### src/rtl/mealy_probe_pkg.sv
package mealy_probe_pkg;
  localparam int STW = 2;

  typedef enum logic [STW-1:0] {
    S_HOME = 2'b00,
    S_WAIT = 2'b01,
    S_EDGE = 2'b10,
    S_PEAK = 2'b11
  } state_e;

  // Next-state function of the table.
  function automatic state_e step_state(state_e s, logic x);
    case (s)
      S_HOME:  return x ? S_EDGE : S_HOME;
      S_WAIT:  return S_PEAK;
      S_PEAK:  return x ? S_HOME : S_WAIT;
      default: return x ? S_WAIT : S_HOME;
    endcase
  endfunction

  // Mealy output function of the table.
  function automatic logic step_out(state_e s, logic x);
    case (s)
      S_HOME:  return 1'b0;
      S_WAIT:  return 1'b1;
      S_PEAK:  return ~x;
      default: return 1'b1;
    endcase
  endfunction
endpackage

### src/rtl/mealy_probe_comb.sv
module mealy_probe_comb
  import mealy_probe_pkg::*;
(
  input  state_e cur_st,
  input  logic   x_in,
  output state_e nxt_st,
  output logic   z
);
  always_comb begin
    nxt_st = step_state(cur_st, x_in);
    z      = step_out(cur_st, x_in);
  end
endmodule

### src/rtl/mealy_probe_streg.sv
module mealy_probe_streg
  import mealy_probe_pkg::*;
(
  input  logic           clk,
  input  logic           rst_n,
  input  logic           ld,
  input  logic [STW-1:0] ld_val,
  input  state_e         nxt_st,
  output state_e         q
);
  always_ff @(posedge clk or negedge rst_n) begin
    if (!rst_n)  q <= S_HOME;
    else if (ld) q <= state_e'(ld_val);
    else         q <= nxt_st;
  end

  // a preload takes the loaded value at the edge
  a_r8_preload_taken: assert property (@(posedge clk) disable iff (!rst_n)
    ld |=> (q == $past(ld_val)));

  // no preload and an unchanged table target leaves the state stable
  a_r10_hold_when_same: assert property (@(posedge clk) disable iff (!rst_n)
    (!ld && nxt_st == q) |=> $stable(q));
endmodule

### src/rtl/mealy_probe_fsm.sv
module mealy_probe_fsm
  import mealy_probe_pkg::*;
(
  input  logic       clk,
  input  logic       rst_n,
  input  logic       din,
  input  logic       pre_en,
  input  logic [1:0] pre_state,
  output logic       z_out,
  output logic       st_hi,
  output logic       st_lo
);
  state_e cur_st;
  state_e nxt_st;
  logic   z_int;

  mealy_probe_comb u_comb (
    .cur_st (cur_st),
    .x_in   (din),
    .nxt_st (nxt_st),
    .z      (z_int)
  );

  mealy_probe_streg u_reg (
    .clk    (clk),
    .rst_n  (rst_n),
    .ld     (pre_en),
    .ld_val (pre_state),
    .nxt_st (nxt_st),
    .q      (cur_st)
  );

  assign z_out = z_int;
  assign st_hi = cur_st[1];
  assign st_lo = cur_st[0];

  // reset holds the machine in HOME
  a_r2_reset_home: assert property (@(posedge clk)
    !rst_n |-> (cur_st == S_HOME));

  // HOME with 0 stays in HOME
  a_r3_home_idle: assert property (@(posedge clk) disable iff (!rst_n)
    (!pre_en && cur_st == S_HOME && !din) |=> (cur_st == S_HOME));

  // WAIT always moves to PEAK and outputs 1
  a_r4_wait_to_peak: assert property (@(posedge clk) disable iff (!rst_n)
    (!pre_en && cur_st == S_WAIT) |=> (cur_st == S_PEAK));
  a_r4_wait_out: assert property (@(posedge clk) disable iff (!rst_n)
    (cur_st == S_WAIT) |-> z_out);

  // PEAK with 1 returns to HOME
  a_r5_peak_home: assert property (@(posedge clk) disable iff (!rst_n)
    (!pre_en && cur_st == S_PEAK && din) |=> (cur_st == S_HOME));

  // EDGE always leaves and outputs 1
  a_r6_edge_leaves: assert property (@(posedge clk) disable iff (!rst_n)
    (!pre_en && cur_st == S_EDGE) |=> (cur_st != S_EDGE));
  a_r6_edge_out: assert property (@(posedge clk) disable iff (!rst_n)
    (cur_st == S_EDGE) |-> z_out);
endmodule

### config.mk
export PLATFORM = sky130hd
export DESIGN_NAME = mealy_probe_fsm
export DESIGN_NICKNAME = d
export VERILOG_FILES = /design/src/rtl/mealy_probe_pkg.sv /design/src/rtl/mealy_probe_comb.sv /design/src/rtl/mealy_probe_streg.sv /design/src/rtl/mealy_probe_fsm.sv
export SDC_FILE = /design/constraint.sdc
export NUM_CORES = 1
export LEC_CHECK = 0
export ABC_AREA = 0
export BUFFER_PORTS_ARGS = -buffer_cell sky130_fd_sc_hd__buf_2
export CAP_MARGIN = 30
export CORE_AREA = 2 2 39 41
export CTS_BUF_LIST = sky130_fd_sc_hd__clkbuf_4 sky130_fd_sc_hd__clkbuf_8 sky130_fd_sc_hd__clkbuf_16
export CTS_CLUSTER_DIAMETER = 100
export DETAILED_ROUTE_END_ITERATION = 8
export DIE_AREA = 0 0 41 43
export MAX_ROUTING_LAYER = met4
export PLACE_DENSITY = 0.3
export REMOVE_ABC_BUFFERS = 1
export SETUP_SLACK_MARGIN = 0.15
export SYNTH_ARGS = -nofsm -noshare
export SYNTH_HDL_FRONTEND = slang
export SYNTH_SLANG_ARGS = --single-unit
### constraint.sdc
create_clock -name clk -period 2.4 [get_ports clk]
set_input_delay 0.48 -clock clk [delete_from_list [all_inputs] [get_ports clk]]
set_output_delay 0.48 -clock clk [all_outputs]
set_load 0.05 [all_outputs]
# Word level (Yosys, flattened, before mapping)
# Cells that the tools add are included.
# word_totals
reg_bits	2
word_cells	11
output_inout_bits	3
input_bits	6
# op_classes
bitwise	1
eq_ne	2
mux	6
reduce_logical	1
# op_table
op	n
$pmux W2 S3	1
$mux W2	2
$eq A2 B1 Y1 const B	1
$eq A2 B2 Y1 const B	1
$logic_not A2 Y1	1
$mux W1	2
$pmux W1 S2	1
$not A1 Y1	1

# Logic depth before layout (Yosys ltp)
# logic_depth
depth_word	3
ltp_mapped	2
mapped_depth_nobuf	2

# Cells and area by module
# From an unflattened synthesis, not the netlist that was laid out.
# hier_totals
hier_cells	9
hier_area_um2	110.1
# by_module_without_submodules
mod	cells_each	n_inst	seq_area_each_um2	area_per_inst_um2
mealy_probe_streg	4	1	50.0	72.6
mealy_probe_comb	5	1	0.0	37.5

# Worst setup path after synthesis
# OpenSTA, ideal clock, no wires.
# synth_timing
path_kind	register to output
startpoint	register u_reg.q[1]
endpoint	output z_out
required_ns	1.920
setup_slack_ns	0.757
stages_incl_launch_ff	3
path_buffers	0
arrival_time_ns	1.163
path_cell_list	dfrtp_1 > nand2_1 > mux2_2
# synth_between
elab_chain_len	2
elab_cells_between_ends	3
cone_classes	eq/ne (1); mux (1); reduce/logical (1)
# synth_rtl
item	line_no	source
start, declared	mealy_probe_streg.sv:9	output state_e q
start signal, assigned	mealy_probe_streg.sv:13	else if (ld) q <= state_e'(ld_val);
start signal, assigned	mealy_probe_streg.sv:14	else q <= nxt_st;
$eq A2 B2 Y1 / $logic_not A2 Y1 (equally long branches)	mealy_probe_pkg.sv:23	case (s)
$pmux W1 S2 *	mealy_probe_pkg.sv:23	
end, declared	mealy_probe_fsm.sv:9	output logic z_out,
# Every way passes the cells marked *; elsewhere a longest branch is shown, timed or not.

# Worst setup path in the final report
# Same ends and word-level chain as after synthesis.

==> results.toml <==
[cells_and_area]
drive_gt1_share_pct = 57.1
nets = 29
final_area_um2 = 193
insertedDiodeCount = 0
largest_reg_flops = 2
top_regs = "u_reg.q (2)"
regMostFlops = "u_reg.q"
syn_to_final_growth_pct = 75.0

[setup_path]
crit_type = "flip-flop to primary output"
crit_fanout = 5
worstSetupEndpointType = "primary output"
required_ns = 1.92
worstPathArrival_ns = 1.19
cp-start-kind = "flip-flop"

[yosys]
synth_area_per_cell_um2 = 11.0
seq_area_frac_synth_pct = 45.5
synth.area.mux_share_pct = 10.2
synth_top_area_share_pct = 45.5
synth_top_cell_by_area = "dfrtp_1"
synth_area_leaders = "dfrtp_1 45%, and4bb_1 11%, mux2_2 10%, a221o_1 9.1%, and2b_1 6.8%"
ys_types = 8
synth-adder-area-share_pct = 0
syn-cell-area_um2 = 110
synth_top_family_by_area = "simple AND/OR/NAND/NOR gates"
synth-simple-area-share_pct = 28.4
synth-compound-area-share_pct = 15.9
yosysWarningCount = 0
yosys_register_bits = 2
syn_inst = 10
synth_xor_area_share_pct = 0

[drt]
vias = 132
drtAntennaViolNets = 0
avgRoutedWirePerCell_um = 8.95
wl_um = 331
drc = 0
drtPass1Iterations = 2
routed_via_density = 3.57
drt_iter0_markers = 1

[die]
die_area_mm2 = 0.00176
std_cell_rows = 14
io_pins = 9
dieHeight_um = 43
core_area_mm2 = 0.00138
start_util_pct = 7.96
fp.dieW_um = 41

[power_and_ir_drop]
p_total_mw = 0.165
leakage_nw = 0.0969
vdd_drop_max_uv = 191
powerDensity_mw_per_mm2 = 854

[sta]
tightest_slew_ns = 0.251
setup-violations-final = 0
tns_ns = 0
fin_crit_sh_pct = 69.5
worst_slack_ns = 0.731
fmax_ghz = 0.599
clock_skew_ns = 0.00327
relSlewSlack_pct = 83.3
fin_crit_ns = 1.67
slew_violations = 0
hold_viol = 0
hold-worst-slack_ns = 0.0319
grt_setup_unrepaired = "no"

[hold_path]
hp-class = "input port to async pin"

[placed_design]
hpwl_um = 259
place_ws_ns = 0.797
place_area_um2 = 170
portBuffers = 8
globalplace.congestion = 0.584

[clocking]
post-cts-setup-buffer-count = 0
clkTransAtPathRegs_ns = 0.03
cts_buffer_depth = 2
clockRootBuffer = "clkbuf_4"
cts_hold_buf = 0
cts_resized = 0
tritoncts = "yes"
htreeDepth = 1
clk_latency_ns = 0.23
cts.sinks = 2
numCtsBuffers = 3

[grt]
grt_max_degree = 6
overflow = 0
grt_pass1_vias = 133
antenna_found_initial = 0
grt_pass1_wl_um = 496
track_usage_pct = 5.36

[flow_run]
cap_violations = 0

[run_status]
status = "finished clean"
## cell usage after synthesis
library cell and instances:
nand2_1 2, nor2_1 1, mux2_2 1, and2b_1 1, and4bb_1 1, o31ai_1 1, dfrtp_1 2, a221o_1 1
## critical path, stage by stage, from the launching register on
cell and delay [ns]:
dfrtp_1 0.40, nand2_1 0.09, mux2_2 0.26, buf_2 0.21
## kinds of logic (layout without fill, tap and decap cells)
group,after synthesis,count (layout)
DFF,2,2
muxes,1,1
buffers and inverters,0,11
AOI/OAI and AO/OA,2,2
and+or+nand+nor,5,5
## cell type report
class / instances / area, um2
fill: 161 / 1190
tap: 16 / 20.0
timing repair buffer: 8 / 40.0
sequential: 2 / 50.0
multi-input combinational: 8 / 60.1
clock buffer: 3 / 22.5
## power by group
group          leakage (nW)  total, mW  internal, mW  switching (mW)
sequential           0.0242     0.0425        0.0378         0.00473
combinational        0.0589     0.0463        0.0146          0.0317
clock                0.0138     0.0757        0.0553          0.0204
## routing by layer
| metal | global-route usage [%] | share of wire [%] | routed length [um] |
|---|---|---|---|
| met1 | 5.81 | 44 | 145 |
| met2 | 5.00 | 39 | 130 |
| met3 | 3.14 | 17 | 55 |
| met4 | 8.00 | 0 | 0 |
| met5 | - | 0 | 0 |
## stage by stage
stage / util (%) / instances
2_1_floorplan: - / 10
3_3_place_gp: 12.3 / 34
3_5_place_dp: 12.3 / 34
4_1_cts: 13.9 / 37
5_1_grt: 13.9 / 37
6_report: 13.9 / 37
## final timing paths
path                               from    endpoint  slack [ns]  depth (start not counted)
max                          u_reg.q[1]       z_out        0.73                          3
min                               rst_n  u_reg.q[1]        0.03                          1
max reg2reg                  u_reg.q[0]  u_reg.q[0]        1.39                          2
min reg2reg                  u_reg.q[1]  u_reg.q[1]        0.54                          1
max in group asynchronous         rst_n  u_reg.q[0]        2.27                          1
min in group clk           pre_state[1]  u_reg.q[1]        0.47                          3
## placed cells by master, fill, tap and decap left out, drive strengths merged
master / Yosys / routed
o31ai: 1 / 1
a221o: 1 / 1
dfrtp: 2 / 2
buf: 0 / 8
clkbuf: 0 / 3
and4bb: 1 / 1
mux2: 1 / 1
nor2: 1 / 1
nand2: 2 / 2
and2b: 1 / 1
(Power assumes the default switching activity.)
